### src/rtl/hdlc_tx_pkg.sv
package hdlc_tx_pkg;
  typedef enum logic [1:0] {M_FLAG, M_DATA, M_FCS, M_ABORT} tx_mode_e;

  localparam logic [7:0]  FLAG_OCTET  = 8'h7E;
  localparam logic [7:0]  ABORT_OCTET = 8'hFF;
  localparam logic [15:0] CRC_POLY_R  = 16'h8408;
  localparam logic [15:0] CRC_PRESET  = 16'hFFFF;
  localparam int unsigned STUFF_RUN   = 5;

  // one LSB-first step of the reflected CRC-16
  function automatic logic [15:0] crc_bit(input logic [15:0] c, input logic b);
    logic [15:0] s;
    s = {1'b0, c[15:1]};
    if (c[0] ^ b) s = s ^ CRC_POLY_R;
    return s;
  endfunction
endpackage

### src/rtl/hdlc_tx_fifo.sv
module hdlc_tx_fifo #(
  parameter int unsigned DEPTH = 64,
  parameter int unsigned WIDTH = 9
) (
  input  logic             clk,
  input  logic             rst_n,
  input  logic             push,
  input  logic [WIDTH-1:0] push_data,
  input  logic             pop,
  output logic [WIDTH-1:0] pop_data,
  output logic             empty,
  output logic             full,
  output logic             half
);
  localparam int unsigned AW   = (DEPTH > 1) ? $clog2(DEPTH) : 1;
  localparam int unsigned CW   = $clog2(DEPTH + 1);
  localparam int unsigned HALF = DEPTH / 2;

  logic [WIDTH-1:0] mem [DEPTH];
  logic [AW-1:0] wptr_q, wptr_n, rptr_q, rptr_n;
  logic [CW-1:0] cnt_q, cnt_n;
  logic push_ok, pop_ok;

  assign empty    = (cnt_q == '0);
  assign full     = (cnt_q == CW'(DEPTH));
  assign half     = (cnt_q <= CW'(HALF));
  assign push_ok  = push && !full;
  assign pop_ok   = pop && !empty;
  assign pop_data = mem[rptr_q];

  always_comb begin
    wptr_n = wptr_q;
    rptr_n = rptr_q;
    cnt_n  = cnt_q;
    if (push_ok) wptr_n = (wptr_q == AW'(DEPTH - 1)) ? '0 : wptr_q + AW'(1);
    if (pop_ok)  rptr_n = (rptr_q == AW'(DEPTH - 1)) ? '0 : rptr_q + AW'(1);
    if (push_ok && !pop_ok)      cnt_n = cnt_q + CW'(1);
    else if (pop_ok && !push_ok) cnt_n = cnt_q - CW'(1);
  end

  always_ff @(posedge clk or negedge rst_n) begin
    if (!rst_n) begin
      wptr_q <= '0;
      rptr_q <= '0;
      cnt_q  <= '0;
    end else begin
      wptr_q <= wptr_n;
      rptr_q <= rptr_n;
      cnt_q  <= cnt_n;
    end
  end

  always_ff @(posedge clk) begin
    if (push_ok) mem[wptr_q] <= push_data;
  end

  AST_NO_OVERFLOW: assert property (@(posedge clk) disable iff (!rst_n)
    (push && full && !pop) |=> $stable(cnt_q));
  AST_LEVEL_BOUND: assert property (@(posedge clk) disable iff (!rst_n)
    full |-> !half);
endmodule

### src/rtl/hdlc_tx_serializer.sv
module hdlc_tx_serializer
  import hdlc_tx_pkg::*;
(
  input  logic       clk,
  input  logic       rst_n,
  input  logic       bit_en,
  input  logic [7:0] q_data,
  input  logic       q_last,
  input  logic       q_empty,
  output logic       q_pop,
  output logic       tx_bit,
  output logic       done_pulse,
  output logic       udr_pulse
);
  tx_mode_e    mode_q, mode_n;
  logic [7:0]  sh_q, sh_n;
  logic [2:0]  bcnt_q, bcnt_n;
  logic [2:0]  ones_q, ones_n;
  logic        stuff_q, stuff_n;
  logic [15:0] crc_q, crc_n, crc_step;
  logic        last_q, last_n;
  logic        fcs_hi_q, fcs_hi_n;
  logic        close_q, close_n;
  logic        stuffable, octet_end;

  assign tx_bit    = stuff_q ? 1'b0 : sh_q[0];
  assign stuffable = (mode_q == M_DATA) || (mode_q == M_FCS);
  assign octet_end = (bcnt_q == 3'd7);
  assign crc_step  = crc_bit(crc_q, sh_q[0]);

  always_comb begin
    mode_n     = mode_q;
    sh_n       = sh_q;
    bcnt_n     = bcnt_q;
    ones_n     = ones_q;
    stuff_n    = stuff_q;
    crc_n      = crc_q;
    last_n     = last_q;
    fcs_hi_n   = fcs_hi_q;
    close_n    = close_q;
    q_pop      = 1'b0;
    done_pulse = 1'b0;
    udr_pulse  = 1'b0;
    if (bit_en) begin
      if (stuff_q) begin
        stuff_n = 1'b0;
        ones_n  = '0;
      end else begin
        sh_n   = {1'b0, sh_q[7:1]};
        bcnt_n = bcnt_q + 3'd1;
        if (stuffable) begin
          if (sh_q[0]) begin
            ones_n = ones_q + 3'd1;
            if (ones_q == 3'(STUFF_RUN - 1)) stuff_n = 1'b1;
          end else begin
            ones_n = '0;
          end
        end
        if (mode_q == M_DATA) crc_n = crc_step;
        if (octet_end) begin
          unique case (mode_q)
            M_FLAG, M_ABORT: begin
              if (mode_q == M_FLAG && close_q) begin
                done_pulse = 1'b1;
                close_n    = 1'b0;
              end
              if (mode_q == M_FLAG && !q_empty) begin
                mode_n = M_DATA;
                sh_n   = q_data;
                last_n = q_last;
                q_pop  = 1'b1;
                crc_n  = CRC_PRESET;
                ones_n = '0;
              end else begin
                mode_n = M_FLAG;
                sh_n   = FLAG_OCTET;
              end
            end
            M_DATA: begin
              if (last_q) begin
                mode_n   = M_FCS;
                sh_n     = ~crc_step[7:0];
                fcs_hi_n = 1'b0;
              end else if (!q_empty) begin
                sh_n   = q_data;
                last_n = q_last;
                q_pop  = 1'b1;
              end else begin
                mode_n    = M_ABORT;
                sh_n      = ABORT_OCTET;
                ones_n    = '0;
                udr_pulse = 1'b1;
              end
            end
            default: begin
              if (!fcs_hi_q) begin
                sh_n     = ~crc_q[15:8];
                fcs_hi_n = 1'b1;
              end else begin
                mode_n   = M_FLAG;
                sh_n     = FLAG_OCTET;
                fcs_hi_n = 1'b0;
                close_n  = 1'b1;
                ones_n   = '0;
              end
            end
          endcase
        end
      end
    end
  end

  always_ff @(posedge clk or negedge rst_n) begin
    if (!rst_n) begin
      mode_q   <= M_FLAG;
      sh_q     <= FLAG_OCTET;
      bcnt_q   <= '0;
      ones_q   <= '0;
      stuff_q  <= 1'b0;
      crc_q    <= CRC_PRESET;
      last_q   <= 1'b0;
      fcs_hi_q <= 1'b0;
      close_q  <= 1'b0;
    end else if (bit_en) begin
      mode_q   <= mode_n;
      sh_q     <= sh_n;
      bcnt_q   <= bcnt_n;
      ones_q   <= ones_n;
      stuff_q  <= stuff_n;
      crc_q    <= crc_n;
      last_q   <= last_n;
      fcs_hi_q <= fcs_hi_n;
      close_q  <= close_n;
    end
  end

  AST_HOLD_NO_EN: assert property (@(posedge clk) disable iff (!rst_n)
    !bit_en |=> $stable(tx_bit));
  AST_RUN_BOUND: assert property (@(posedge clk) disable iff (!rst_n)
    stuffable |-> (ones_q <= 3'(STUFF_RUN)));
  AST_POP_NONEMPTY: assert property (@(posedge clk) disable iff (!rst_n)
    q_pop |-> !q_empty);
endmodule

### src/rtl/hdlc_tx_events.sv
module hdlc_tx_events (
  input  logic       clk,
  input  logic       rst_n,
  input  logic       set_done,
  input  logic       set_udr,
  input  logic       evt_rd,
  input  logic [3:0] irq_en,
  input  logic       lvl_half,
  input  logic       lvl_full,
  output logic       done_flag,
  output logic       udr_flag,
  output logic       irq
);
  logic done_q, done_n, udr_q, udr_n;

  always_comb begin
    done_n = set_done | (done_q & ~evt_rd);
    udr_n  = set_udr  | (udr_q  & ~evt_rd);
  end

  always_ff @(posedge clk or negedge rst_n) begin
    if (!rst_n) begin
      done_q <= 1'b0;
      udr_q  <= 1'b0;
    end else begin
      done_q <= done_n;
      udr_q  <= udr_n;
    end
  end

  assign done_flag = done_q;
  assign udr_flag  = udr_q;
  assign irq = (irq_en[0] & lvl_half) | (irq_en[1] & ~lvl_full) |
               (irq_en[2] & done_q)   | (irq_en[3] & udr_q);

  AST_EVT_CLEAR: assert property (@(posedge clk) disable iff (!rst_n)
    (evt_rd && !set_done) |=> !done_q);
  AST_ONE_EVENT: assert property (@(posedge clk) disable iff (!rst_n)
    $onehot0({set_done, set_udr}));
endmodule

### src/rtl/hdlc_tx_core.sv
module hdlc_tx_core #(
  parameter int unsigned FIFO_DEPTH = 64
) (
  input  logic       clk,
  input  logic       rst_n,
  input  logic       wr_en,
  input  logic [7:0] wr_data,
  input  logic       wr_last,
  input  logic       bit_en,
  output logic       tx_bit,
  input  logic       evt_rd,
  input  logic [3:0] irq_en,
  output logic       fifo_empty,
  output logic       fifo_full,
  output logic       fifo_half,
  output logic       evt_msg_done,
  output logic       evt_underrun,
  output logic       irq
);
  localparam int unsigned ENTRY_W = 9;

  logic [1:0] rst_sync_q;
  logic       rst_int_n;
  logic [ENTRY_W-1:0] q_entry;
  logic q_pop, done_pulse, udr_pulse;

  always_ff @(posedge clk or negedge rst_n) begin
    if (!rst_n) rst_sync_q <= 2'b00;
    else        rst_sync_q <= {rst_sync_q[0], 1'b1};
  end
  assign rst_int_n = rst_sync_q[1];

  hdlc_tx_fifo #(.DEPTH(FIFO_DEPTH), .WIDTH(ENTRY_W)) u_fifo (
    .clk(clk), .rst_n(rst_int_n),
    .push(wr_en), .push_data({wr_last, wr_data}),
    .pop(q_pop), .pop_data(q_entry),
    .empty(fifo_empty), .full(fifo_full), .half(fifo_half)
  );

  hdlc_tx_serializer u_ser (
    .clk(clk), .rst_n(rst_int_n), .bit_en(bit_en),
    .q_data(q_entry[7:0]), .q_last(q_entry[8]), .q_empty(fifo_empty),
    .q_pop(q_pop), .tx_bit(tx_bit),
    .done_pulse(done_pulse), .udr_pulse(udr_pulse)
  );

  hdlc_tx_events u_evt (
    .clk(clk), .rst_n(rst_int_n),
    .set_done(done_pulse), .set_udr(udr_pulse), .evt_rd(evt_rd),
    .irq_en(irq_en), .lvl_half(fifo_half), .lvl_full(fifo_full),
    .done_flag(evt_msg_done), .udr_flag(evt_underrun), .irq(irq)
  );

  AST_UDR_ONLY_NONEMPTY_EMPTY: assert property (@(posedge clk) disable iff (!rst_int_n)
    udr_pulse |-> fifo_empty);
endmodule

### config.mk
export PLATFORM = sky130hd
export DESIGN_NAME = hdlc_tx_core
export DESIGN_NICKNAME = d
export VERILOG_FILES = /design/src/rtl/hdlc_tx_pkg.sv /design/src/rtl/hdlc_tx_fifo.sv /design/src/rtl/hdlc_tx_serializer.sv /design/src/rtl/hdlc_tx_events.sv /design/src/rtl/hdlc_tx_core.sv
export SDC_FILE = /design/constraint.sdc
export NUM_CORES = 1
export LEC_CHECK = 0
export BUFFER_PORTS_ARGS = -buffer_cell sky130_fd_sc_hd__buf_2
export CORE_MARGIN = 3
export CORE_UTILIZATION = 59
export CTS_BUF_LIST = sky130_fd_sc_hd__clkbuf_2 sky130_fd_sc_hd__clkbuf_4 sky130_fd_sc_hd__clkbuf_8
export DETAILED_ROUTE_END_ITERATION = 10
export HOLD_SLACK_MARGIN = 0.02
export PLACE_DENSITY = 0.78
export SLEW_MARGIN = 25
export SYNTH_ARGS = -nofsm -noshare
export SYNTH_HDL_FRONTEND = slang
export SYNTH_SLANG_ARGS = --single-unit
### constraint.sdc
create_clock -name clk -period 1.6 [get_ports clk]
set_input_delay 0.24 -clock clk [delete_from_list [all_inputs] [get_ports clk]]
set_output_delay 0.24 -clock clk [all_outputs]
set_load 0.02 [all_outputs]
# Word-level counts from Yosys, hierarchy flattened
# Memories as Yosys holds them, arrays and structs flattened.
# Index checks and enable logic that the tools add are counted.
# totals
n_memories	1
in_bits	18
reg_bits	59
ram_bits	576
output_inout_bits	7
# op_classes
add_sub_neg	6
n_reduce_logical	23
n_mux	64
eq_ne	12
n_lt_le_gt_ge	1
n_bitwise	20
# mem_list
name	depth	width	rd	rd_clocked_by_memory_dff	write_ports	line_no	rtl
u_fifo.mem	64	9	1	0	1	hdlc_tx_fifo.sv:19	logic [WIDTH-1:0] mem [DEPTH];
# op_table
cell	n
16-bit two-way mux	5
8-bit two-way mux	5
1-bit two-way mux	32
3-bit two-way mux	8
8-bit NOT	2
8-bit one-hot mux with 2 select lines	1
5-bit AND reduction	3
7-bit two-way mux	2
6-bit by 1-bit adder with 6-bit output (second input constant)	2
6-bit equality test (second input constant)	2
6-bit two-way mux	2
1-bit one-hot mux with 2 select lines	4
7-bit by 1-bit adder with 7-bit output (second input constant)	1
7-bit equality test (second input constant)	1
7-bit by 6-bit <= comparator with 1-bit output (second input constant)	1
7-bit zero test	1
7-bit by 1-bit subtractor with 7-bit output (second input constant)	1
3-bit by 1-bit adder with 3-bit output (second input constant)	2
1-bit bitwise AND	6
3-bit equality test (second input constant)	2
1-bit logical AND	6
2-bit two-way mux	3
2-bit by 1-bit inequality test with 1-bit output (second input constant)	3
3-bit one-hot mux with 2 select lines	1
16 further kinds	30

# Longest topological paths before layout
# Gate-level depths: netlist (run 1).
# logic_depth
ltp_word	12
mapped_depth	15
depth_no_buf	15

# Modules after synthesis
# A second synthesis (run 1) with hierarchy kept.
# hier_totals
cells_unflattened	1429
hier_area_um2	25777.2
# by_module_without_submodules
module	seq_area_each_um2	cells_each	area_each_um2	n_inst
hdlc_tx_fifo	17772.0	1183	23611.4	1
hdlc_tx_serializer	928.4	234	2019.4	1
hdlc_tx_events	50.0	9	92.6	1
hdlc_tx_core	50.0	3	53.8	1

# Worst setup path before layout (run 1)
# Ideal clock, no wire load.
# synth_timing
path_type	flip-flop to flip-flop
from	register u_fifo.cnt_q[5]
to	register u_fifo.cnt_q[6]
t_arrival_ps	3326
t_required_ps	1520
slack_ps	-1806
path_stages_with_launch	16
path_buffers	1
path_cell_list	dfrtp_1 or4_1 or2_2 buf_2 inv_2 nor4_2 inv_1 ha_1 inv_1 fa_1 a21o_1 a21oi_1 o21bai_1 a21oi_1 mux2i_1 xnor2_1
# synth_via
elab_chain_len	12
# synth_lines
item	line_no	rtl
start, declared	hdlc_tx_fifo.sv:21	logic [CW-1:0] cnt_q, cnt_n;
start signal, assigned	hdlc_tx_fifo.sv:49	cnt_q <= cnt_n;
7-bit zero test *	hdlc_tx_fifo.sv:24	assign empty = (cnt_q == '0);
via fifo_empty	hdlc_tx_core.sv:13	output logic fifo_empty,
1-bit zero test	hdlc_tx_fifo.sv:28, hdlc_tx_serializer.sv:67	
1-bit logical AND	hdlc_tx_serializer.sv:67	if (mode_q == M_FLAG && !q_empty) begin
1-bit two-way mux	hdlc_tx_serializer.sv:67	
1-bit one-hot mux with 2 select lines	hdlc_tx_serializer.sv:61	unique case (mode_q)
1-bit two-way mux	hdlc_tx_serializer.sv:60	if (octet_end) begin
1-bit two-way mux	hdlc_tx_serializer.sv:45	if (stuff_q) begin
1-bit two-way mux	hdlc_tx_serializer.sv:44	if (bit_en) begin
1-bit logical AND *	hdlc_tx_fifo.sv:28	assign pop_ok = pop && !empty;
1-bit zero test	hdlc_tx_fifo.sv:37	if (push_ok && !pop_ok) cnt_n = cnt_q + CW'(1);
1-bit logical AND	hdlc_tx_fifo.sv:37	
7-bit two-way mux or 2-bit nonzero test (tied branches)	-	
# Mark *: on every way through the listed nets, which the timed path passes. The rest lies on a longest branch. The select of a mux whose other input is x is not followed.
# A chain may end at the register's enable or synchronous reset.

# Worst setup path in the final report (run 1)
# layout_timing
from	register u_fifo.cnt_q[2]
to	register u_fifo.cnt_q[6]
# layout_via
elab_chain_len	12
# layout_lines
item	line_no
7-bit zero test	hdlc_tx_fifo.sv:24
1-bit zero test	hdlc_tx_fifo.sv:28, hdlc_tx_serializer.sv:67
1-bit logical AND	hdlc_tx_serializer.sv:67
1-bit two-way mux	hdlc_tx_serializer.sv:67
1-bit one-hot mux with 2 select lines	hdlc_tx_serializer.sv:61
1-bit two-way mux	hdlc_tx_serializer.sv:60
1-bit two-way mux	hdlc_tx_serializer.sv:45
1-bit two-way mux	hdlc_tx_serializer.sv:44
1-bit logical AND	hdlc_tx_fifo.sv:28
1-bit zero test	hdlc_tx_fifo.sv:37
1-bit logical AND	hdlc_tx_fifo.sv:37
7-bit two-way mux or 2-bit nonzero test (tied branches)	-
# Several ways; a longest one is shown, not always the timed one. The select of a mux whose other input is x is not followed.

==> metrics.txt, run 1 <==
# TYPE chip_impl_metric gauge
chip_impl_metric{name="post-route-period-util",unit="%"} 184
chip_impl_metric{name="vias",unit=""} 15400
chip_impl_metric{name="netlist_area",unit="mm²"} 0.0257
chip_impl_metric{name="combPwrFrac",unit="%"} 34.7
chip_impl_info{name="timing.critical_path.max_delay_family",value="simple AND/OR/NAND/NOR gates"} 1
chip_impl_metric{name="diode_count",unit=""} 0
chip_impl_metric{name="p_sw_share",unit="%"} 30.8
chip_impl_metric{name="reported_max_cap_violation_count",unit=""} 0
chip_impl_metric{name="timing.clock.skew",unit="ps"} 39.7
chip_impl_metric{name="routed-wl-met3",unit="µm"} 6660
chip_impl_metric{name="maximum_number_of_pins_on_one_net_before_global_route_repair",unit=""} 65
chip_impl_metric{name="router_iterations_before_antenna_repair",unit=""} 6
chip_impl_metric{name="met1_length",unit="µm"} 24400
chip_impl_metric{name="power.net_switching",unit="µW"} 15600
chip_impl_metric{name="grt_first_pass_wirelength",unit="µm"} 97900
chip_impl_metric{name="drt_first_iter_violations",unit=""} 2042
chip_impl_metric{name="layout-area-overhead-vs-synth",unit="%"} 23.9
chip_impl_info{name="hold_path.class",value="input pin to flip-flop"} 1
chip_impl_metric{name="grt_overflow",unit=""} 0
chip_impl_metric{name="maxClockFrequency",unit="GHz"} 0.339
chip_impl_metric{name="worst-path-buf-inv",unit=""} 3
chip_impl_info{name="top_layer",value="met4"} 1
chip_impl_metric{name="postRouteWirelength",unit="µm"} 65500
chip_impl_metric{name="final-setup-viol-count",unit=""} 633
chip_impl_metric{name="floorplan.die.width",unit="µm"} 215
chip_impl_info{name="cts_tree",value="yes"} 1
chip_impl_metric{name="htree_levels",unit=""} 3
chip_impl_metric{name="crit_path_max_fanout",unit=""} 6
chip_impl_info{name="dominantRegCellSynth",value="sky130_fd_sc_hd__edfxtp_1"} 1
chip_impl_metric{name="async_flop_share",unit="%"} 9.29
chip_impl_metric{name="setup_slack",unit="ps"} -1350
chip_impl_info{name="grt_setup_unrepaired",value="true"} 1
chip_impl_metric{name="std_cell_rows",unit=""} 75
chip_impl_info{name="critical-path-top-cell-by-count",value="sky130_fd_sc_hd__a21oi_2"} 1
chip_impl_metric{name="post_drt_wl_per_cell",unit="µm"} 27.2
chip_impl_metric{name="max-slew-margin-rel",unit="%"} 43.3
chip_impl_info{name="synth.cells.most_frequent",value="576 x sky130_fd_sc_hd__edfxtp_1, 126 x sky130_fd_sc_hd__mux4_2, 93 x sky130_fd_sc_hd__nor2_1, 77 x sky130_fd_sc_hd__nand2_1, 63 x sky130_fd_sc_hd__mux2i_1"} 1
chip_impl_metric{name="remaining_drcs",unit=""} 0
chip_impl_info{name="path_cells",value="or4_4, or2_4, inv_8, nor4_4, inv_1, ha_4, inv_4, fa_2, a21o_1, a21oi_2, o21bai_1, a21oi_2, mux2i_1, xnor2_1"} 1
chip_impl_metric{name="detail_route.vias_per_cell",unit=""} 6.41
chip_impl_metric{name="grt.total_usage",unit="%"} 28.4
chip_impl_metric{name="worstPathArrival",unit="ps"} 3570
chip_impl_metric{name="dp.final_hpwl",unit="µm"} 38200
chip_impl_metric{name="detail-route-antenna-nets",unit=""} 0
chip_impl_metric{name="cts.sinks",unit=""} 635
chip_impl_metric{name="die_area",unit="mm²"} 0.0460
chip_impl_metric{name="synth_warnings",unit=""} 0
chip_impl_metric{name="core_region_area",unit="mm²"} 0.0424
chip_impl_metric{name="placed_area",unit="mm²"} 0.0282
chip_impl_metric{name="post_synthesis_average_cell_area",unit="µm²"} 18.5
chip_impl_metric{name="synth_largest_type_area_fraction",unit="%"} 67.4
chip_impl_metric{name="worstPathRequired",unit="ps"} 2220
chip_impl_metric{name="grt_pass1_vias",unit=""} 15700
chip_impl_metric{name="layout_cells_sized_above_1",unit="%"} 42.1
chip_impl_metric{name="worst-slew-pin-transition",unit="ps"} 850
chip_impl_metric{name="post_synthesis_cells",unit=""} 1390
chip_impl_metric{name="cpPeakStageDelay",unit="ps"} 540
chip_impl_metric{name="route.met2.wl",unit="µm"} 32000
chip_impl_info{name="timing_worst_setup_path_type",value="flip-flop to flip-flop"} 1
chip_impl_metric{name="place.gp.congestion",unit=""} 0.904
chip_impl_metric{name="p_per_area",unit="mW/mm²"} 1590
chip_impl_metric{name="power.ir.vdd_worst",unit="V"} 0.000761
chip_impl_metric{name="initial_utilization",unit="%"} 60.5
chip_impl_metric{name="clock_power_share",unit="%"} 25.9
chip_impl_metric{name="final_nets",unit=""} 1797
chip_impl_metric{name="synth_enable_flop_cells",unit=""} 576
chip_impl_info{name="synth.top_cells.by_area",value="sky130_fd_sc_hd__edfxtp_1 67%, sky130_fd_sc_hd__mux4_2 11%, sky130_fd_sc_hd__dfrtp_1 3.6%, sky130_fd_sc_hd__mux2i_1 2.5%, sky130_fd_sc_hd__dfstp_2 2.3%"} 1
chip_impl_metric{name="totalPowerFinal",unit="µW"} 50600
chip_impl_metric{name="syn_nets",unit=""} 1427
chip_impl_metric{name="final_max_slew_viols",unit=""} 0
chip_impl_info{name="failed_checks",value="setup timing"} 1
chip_impl_metric{name="period_minus_slack",unit="ps"} 2950
chip_impl_info{name="cpMaxStageDelayCell",value="sky130_fd_sc_hd__or4_4"} 1
chip_impl_metric{name="antenna_found_initial",unit=""} 0
chip_impl_info{name="yosysMostFrequentCell",value="sky130_fd_sc_hd__edfxtp_1"} 1
chip_impl_info{name="cp-end-kind",value="flip-flop"} 1
chip_impl_info{name="clock-root-buffer",value="sky130_fd_sc_hd__clkbuf_8"} 1
chip_impl_metric{name="final_hold_viol_count",unit=""} 0
chip_impl_metric{name="ios",unit=""} 25
chip_impl_metric{name="power_frac_seq",unit="%"} 39.4
chip_impl_metric{name="post_synth_num_cell_types",unit=""} 72
chip_impl_metric{name="power.internal",unit="µW"} 35000
chip_impl_metric{name="io_buffers",unit=""} 24
chip_impl_metric{name="longest_clk_path_bufs",unit=""} 3
chip_impl_metric{name="tritoncts_buffers",unit=""} 99
chip_impl_info{name="status",value="complete, but fails checks"} 1
chip_impl_metric{name="die_height",unit="µm"} 215
chip_impl_info{name="worst_setup_path_start_kind",value="flip-flop"} 1
chip_impl_metric{name="p_leak",unit="µW"} 0.0110
chip_impl_metric{name="clock_latency_of_the_later_clocked_register_in_the_worst_skew_pair",unit="ps"} 710
chip_impl_metric{name="yosysSeqAreaShare",unit="%"} 73.2
chip_impl_metric{name="cts.reportedPaths.clkPinSlew",unit="ps"} 60
chip_impl_metric{name="synth-seq-cells",unit=""} 635
chip_impl_info{name="largest_area_contributor_in_the_synthesized_netlist",value="sky130_fd_sc_hd__edfxtp_1"} 1
chip_impl_metric{name="postLayoutCellArea",unit="mm²"} 0.0318
==> state kept, by name, indices dropped and copies added, names as in the netlist <==
signal,cells
u_ser.sh_q,8
u_ser.ones_q,3
u_ser.stuff_q,1
u_ser.bcnt_q,3
u_fifo.cnt_q,7
u_fifo.mem,576
rst_sync_q,2
u_evt.done_flag,1
u_fifo.wptr_q,6
u_ser.crc_q,16
u_ser.mode_q,2
u_ser.fcs_hi_q,1
u_fifo.rptr_q,6
u_evt.udr_flag,1
u_ser.last_q,1
u_ser.close_q,1
==> repair_timing <==
action / CTS / global route
setup endpoints to repair: 633 / 633
resized for setup: 217 / 70
cloned: 13 / 8
endpoints found under the hold margin: 8 / 0
setup buffers: 37 / 20
hold buffers: 4 / 0
pin swaps: 38 / 27
==> power groups by stage <==
stage,Sequential (µW),Combinational (µW),Clock [µW]
floorplan,20100,8770,0
global placement,20200,13700,0
detailed placement,20300,14100,0
CTS,19900,16600,13000
global route,20000,18500,14000
finish,20000,17600,13100
==> layout make-up <==
| type | instances | area (µm²) |
|---|---|---|
| Clock buffer | 136 | 1670 |
| Fill cell | 2226 | 10600 |
| Tap cell | 577 | 722 |
| Inverter | 19 | 81.3 |
| Clock inverter | 35 | 193 |
| Timing Repair Buffer | 331 | 3150 |
| Sequential cell | 635 | 18800 |
| Multi-Input combinational cell | 674 | 7180 |
==> per-layer routing <==
metal / vias up / global-route usage (%)
met1: 7885 / 38.5
met5: - / 0
met2: 983 / 45.4
li1: 6370 / -
met3: 199 / 6.76
met4: 0 / 10.9
==> placed cells by master, fill, tap and decap left out, types with 11 or more instances in the layout <==
cell / Yosys / layout
sky130_fd_sc_hd__buf_2: 11 / 16
sky130_fd_sc_hd__edfxtp_1: 576 / 576
sky130_fd_sc_hd__nor2_4: 0 / 42
sky130_fd_sc_hd__inv_1: 18 / 15
sky130_fd_sc_hd__buf_12: 0 / 26
sky130_fd_sc_hd__dfrtp_1: 37 / 33
sky130_fd_sc_hd__ha_1: 18 / 17
sky130_fd_sc_hd__dfstp_2: 22 / 22
sky130_fd_sc_hd__buf_4: 10 / 215
sky130_fd_sc_hd__nand3_1: 29 / 26
sky130_fd_sc_hd__buf_6: 11 / 54
sky130_fd_sc_hd__o22ai_1: 14 / 12
sky130_fd_sc_hd__nor2_2: 0 / 13
sky130_fd_sc_hd__buf_8: 0 / 12
sky130_fd_sc_hd__nor2b_1: 12 / 11
sky130_fd_sc_hd__clkbuf_8: 0 / 103
sky130_fd_sc_hd__clkinv_1: 0 / 21
sky130_fd_sc_hd__o21ai_0: 29 / 18
sky130_fd_sc_hd__nand2_1: 77 / 71
sky130_fd_sc_hd__clkbuf_4: 0 / 33
sky130_fd_sc_hd__nor2_1: 93 / 49
sky130_fd_sc_hd__a21oi_1: 27 / 22
sky130_fd_sc_hd__mux4_2: 126 / 128
sky130_fd_sc_hd__mux2i_1: 63 / 53
==> metrics by stage <==
| step | hold slack, ps | std cells | TNS, ps | util [%] | setup WS (ps) |
|---|---|---|---|---|---|
| 4_1_cts | 15.5 | 2384 | -440180 | 73.9 | -1350 |
| 5_1_grt | 25.2 | 2407 | -412690 | 75.0 | -1470 |
| 6_report | 45.2 | 2407 | -383630 | 75.0 | -1350 |
| 3_3_place_gp | 26.1 | 2164 | -510710 | 66.5 | -1290 |
| 3_5_place_dp | 27.0 | 2164 | -530430 | 66.5 | -1420 |
| 2_1_floorplan | -55.6 | 1390 | -324650 | - | -1430 |
==> logic make-up after synthesis <==
| group | count (synthesis) | synth area share, % |
|---|---|---|
| AND/OR/NAND/NOR | 261 | 4.72 |
| multiplexers | 204 | 14.3 |
| adder cells (fa/ha/maj) | 19 | 0.955 |
| buffers and inverters | 92 | 1.87 |
| AO/OA/AOI/OAI | 163 | 4.39 |
| flip-flops | 635 | 73.2 |
| other | 1 | 0.0146 |
| XOR/XNOR | 15 | 0.512 |
==> worst paths after layout <==
path	start	end	slack, ps	cells past startpoint
worst max register to register	u_fifo.cnt_q[2]$_DFFE_PN0P_	u_fifo.cnt_q[6]$_DFFE_PN0P_	-1350	14
min in group asynchronous	rst_sync_q[1]$_DFF_PN0_	u_fifo.cnt_q[1]$_DFFE_PN0P_	250	1
worst min register to register	rst_sync_q[1]$_DFF_PN0_	u_fifo.cnt_q[1]$_DFFE_PN0P_	250	1
worst min-delay path	wr_data[4]	u_fifo.mem[21][4]$_DFFE_PP_	50	2
worst max-delay path	u_fifo.cnt_q[2]$_DFFE_PN0P_	u_fifo.cnt_q[6]$_DFFE_PN0P_	-1350	14
max in group asynchronous	rst_sync_q[1]$_DFF_PN0_	u_ser.crc_q[7]$_DFFE_PN1P_	1030	1
(Power assumes the default switching activity.)
==> run 2, diff against run 1 <==
CORE_ASPECT_RATIO = 0.6   (was default)
==> metrics.txt, run 2 (synthesis gave the netlist of run 1 again) <==
# TYPE chip_impl_metric gauge
chip_impl_info{name="grt_setup_unrepaired",value="true"} 1
chip_impl_metric{name="cts.reportedPaths.clkPinSlew",unit="ps"} 70
chip_impl_metric{name="max-slew-margin-rel",unit="%"} 40.2
chip_impl_metric{name="remaining_drcs",unit=""} 0
chip_impl_metric{name="final_max_slew_viols",unit=""} 0
chip_impl_info{name="hold_path.class",value="input pin to flip-flop"} 1
chip_impl_metric{name="final_hold_viol_count",unit=""} 0
chip_impl_metric{name="initial_utilization",unit="%"} 60.6
chip_impl_metric{name="totalPowerFinal",unit="µW"} 53600
chip_impl_metric{name="core_region_area",unit="mm²"} 0.0424
chip_impl_info{name="startpoint",value="u_fifo.cnt_q[2]$_DFFE_PN0P_"} 1
chip_impl_metric{name="antenna_found_initial",unit=""} 2
chip_impl_info{name="r2r-start",value="u_fifo.cnt_q[2]$_DFFE_PN0P_"} 1
chip_impl_metric{name="placed_area",unit="mm²"} 0.0286
chip_impl_metric{name="power.ir.vdd_worst",unit="V"} 0.00135
chip_impl_metric{name="largest_register_ffs",unit=""} 576
chip_impl_info{name="mostFrequentLayoutCell",value="sky130_fd_sc_hd__edfxtp_1"} 1
chip_impl_metric{name="finalHoldWorstSlack",unit="ps"} 171
chip_impl_metric{name="die_height",unit="µm"} 168
chip_impl_metric{name="tritoncts_buffers",unit=""} 86
chip_impl_metric{name="longest_clk_path_bufs",unit=""} 3
chip_impl_metric{name="use_met2",unit="%"} 43.3
chip_impl_metric{name="final_nets",unit=""} 1898
chip_impl_metric{name="maxClockFrequency",unit="GHz"} 0.310
chip_impl_metric{name="layout_cells_sized_above_1",unit="%"} 47.8
chip_impl_metric{name="worstPathArrival",unit="ps"} 3790
chip_impl_metric{name="layout-area-overhead-vs-synth",unit="%"} 29.9
chip_impl_info{name="cpMaxStageDelayCell",value="sky130_fd_sc_hd__or4_4"} 1
chip_impl_info{name="registers.top_by_ff_count",value="u_fifo.mem"} 1
chip_impl_metric{name="final-setup-viol-count",unit=""} 633
chip_impl_metric{name="setup_slack",unit="ps"} -1630
chip_impl_metric{name="grt_pass1_vias",unit=""} 15700
chip_impl_info{name="top_regs",value="u_fifo.mem (576), u_ser.crc_q (16), u_ser.sh_q (8)"} 1
chip_impl_metric{name="post-route-period-util",unit="%"} 202
chip_impl_metric{name="cts.sinks",unit=""} 635
chip_impl_metric{name="io_buffers",unit=""} 24
chip_impl_metric{name="std_cell_rows",unit=""} 58
chip_impl_info{name="cts_tree",value="yes"} 1
chip_impl_metric{name="hold-path-cell-count",unit=""} 1
chip_impl_metric{name="grt_first_pass_wirelength",unit="µm"} 100000
chip_impl_metric{name="place.gp.congestion",unit=""} 0.933
chip_impl_metric{name="worst_reg2reg_path_length_in_cells",unit=""} 14
chip_impl_metric{name="router_iterations_before_antenna_repair",unit=""} 6
chip_impl_metric{name="die_area",unit="mm²"} 0.0461
chip_impl_metric{name="cpPeakStageDelay",unit="ps"} 560
chip_impl_metric{name="worstPathRequired",unit="ps"} 2160
chip_impl_metric{name="vias",unit=""} 17700
chip_impl_metric{name="htree_levels",unit=""} 3
chip_impl_metric{name="grt.met1_usage",unit="%"} 45.4
chip_impl_metric{name="dp.final_hpwl",unit="µm"} 42600
chip_impl_metric{name="worst-slew-pin-transition",unit="ps"} 897
chip_impl_metric{name="floorplan.die.width",unit="µm"} 275
chip_impl_info{name="mostFrequentLayoutCells",value="576 x sky130_fd_sc_hd__edfxtp_1, 232 x sky130_fd_sc_hd__buf_4, 128 x sky130_fd_sc_hd__mux4_2, 113 x sky130_fd_sc_hd__buf_6, 91 x sky130_fd_sc_hd__nor2_4"} 1
chip_impl_metric{name="detail-route-antenna-nets",unit=""} 0
chip_impl_metric{name="period_minus_slack",unit="ps"} 3230
chip_impl_info{name="worst_hold_startpoint",value="wr_last"} 1
chip_impl_metric{name="ios",unit=""} 25
chip_impl_info{name="status",value="complete, but fails checks"} 1
chip_impl_info{name="cp-end-kind",value="flip-flop"} 1
chip_impl_metric{name="crit_path_max_fanout",unit=""} 5
chip_impl_info{name="path_cells",value="or4_4, or2_4, inv_8, nor4_4, inv_1, ha_4, inv_6, fa_2, a21o_1, a21oi_2, o21bai_1, a21oi_1, mux2i_1, xnor2_1"} 1
chip_impl_metric{name="reported_max_cap_violation_count",unit=""} 0
chip_impl_info{name="worst_setup_path_start_kind",value="flip-flop"} 1
chip_impl_metric{name="drt_first_iter_violations",unit=""} 3447
chip_impl_metric{name="post-route-util",unit="%"} 78.7
chip_impl_info{name="failed_checks",value="setup timing"} 1
chip_impl_metric{name="grt_use_met3",unit="%"} 8.36
chip_impl_info{name="gr-max-usage-layer",value="met1"} 1
chip_impl_metric{name="grt.total_usage",unit="%"} 29.8
chip_impl_metric{name="clock_latency_of_the_later_clocked_register_in_the_worst_skew_pair",unit="ps"} 680
chip_impl_info{name="timing_worst_setup_path_type",value="flip-flop to flip-flop"} 1
chip_impl_metric{name="postLayoutCellArea",unit="mm²"} 0.0333
chip_impl_metric{name="p_leak",unit="µW"} 0.0115
chip_impl_metric{name="p_per_area",unit="mW/mm²"} 1610
chip_impl_metric{name="detail_route.vias_per_cell",unit=""} 7.12
chip_impl_metric{name="post_drt_wl_per_cell",unit="µm"} 34.2
chip_impl_metric{name="postRouteWirelength",unit="µm"} 85200
chip_impl_metric{name="grt_overflow",unit=""} 0
chip_impl_metric{name="timing.clock.skew",unit="ps"} 35.2
chip_impl_info{name="clock-root-buffer",value="sky130_fd_sc_hd__clkbuf_8"} 1
chip_impl_metric{name="maximum_number_of_pins_on_one_net_before_global_route_repair",unit=""} 65
==> run 2: cell types whose count changed in the layout (fill, tap and decap cells not counted), moves of 10 or more <==
| cell | before | now |
|---|---|---|
| sky130_fd_sc_hd__buf_4 | 215 | 232 |
| sky130_fd_sc_hd__nor2_2 | 13 | 3 |
| sky130_fd_sc_hd__buf_6 | 54 | 113 |
| sky130_fd_sc_hd__clkbuf_8 | 103 | 87 |
| sky130_fd_sc_hd__nor2_1 | 49 | 25 |
| sky130_fd_sc_hd__buf_12 | 26 | 42 |
| sky130_fd_sc_hd__nor2_4 | 42 | 91 |
==> run 2: layer usage <==
metal / share of wire [%] / wire length (µm)
met1: 34 / 29300
met2: 45 / 38200
met3: 16 / 13300
met4: 5.2 / 4410
met5: 0.015 / 13
==> run 2: cell type report <==
class | instances | area [µm²]
repair buffers | 430 | 4310
fillers | 1896 | 9030
clock inverters | 30 | 179
clock buffers | 114 | 1400
inverters | 19 | 83.8
well taps | 570 | 713
flip-flops and latches | 635 | 18800
multi-input cells | 689 | 7850
diodes | 2 | 5.00
==> run 2: power breakdown <==
| group | switching [µW] | total (µW) | internal (µW) |
|---|---|---|---|
| Sequential | 839 | 20200 | 19300 |
| Combinational | 11100 | 21200 | 10200 |
| Clock | 6350 | 12200 | 5860 |
==> run 2: path summary, 6_finish.rpt <==
| path | to | slack [ps] |
|---|---|---|
| setup / recovery | u_fifo.cnt_q[6]$_DFFE_PN0P_ | -1630 |
| hold / removal | u_fifo.mem[44][8]$_DFFE_PP_ | 170 |
| setup reg to reg | u_fifo.cnt_q[6]$_DFFE_PN0P_ | -1630 |
| hold reg to reg | u_fifo.cnt_q[1]$_DFFE_PN0P_ | 270 |
| max in group asynchronous | u_ser.crc_q[2]$_DFFE_PN1P_ | 690 |
| min in group asynchronous | u_fifo.cnt_q[1]$_DFFE_PN0P_ | 270 |
==> run 2: critical path: cells and delay by family, from the launching register on <==
family	cells	cell delay, ps
muxes	1	280
DFF	1	410
AOI/OAI and AO/OA	4	610
and+or+nand+nor	3	910
adders and majority gates	2	550
buffers and inverters	3	230
xor gates and xnor gates	1	160
==> run 2: metrics by stage <==
stage,setup WS [ps],cells,setup TNS [ps]
2_1_floorplan,-1430,1390,-324650
3_3_place_gp,-1390,2200,-527680
3_5_place_dp,-1470,2200,-560920
4_1_cts,-1410,2385,-444470
5_1_grt,-1680,2487,-482950
6_report,-1630,2489,-474710
==> run 2: repair_timing <==
item                       CTS  global route
hold endpoints to repair    43             0
pin swaps                   34           113
hold buffers                 7             0
gates resized for setup    140           377
setup endpoints to repair  633           633
setup buffers               33            73
gates cloned                 2            49
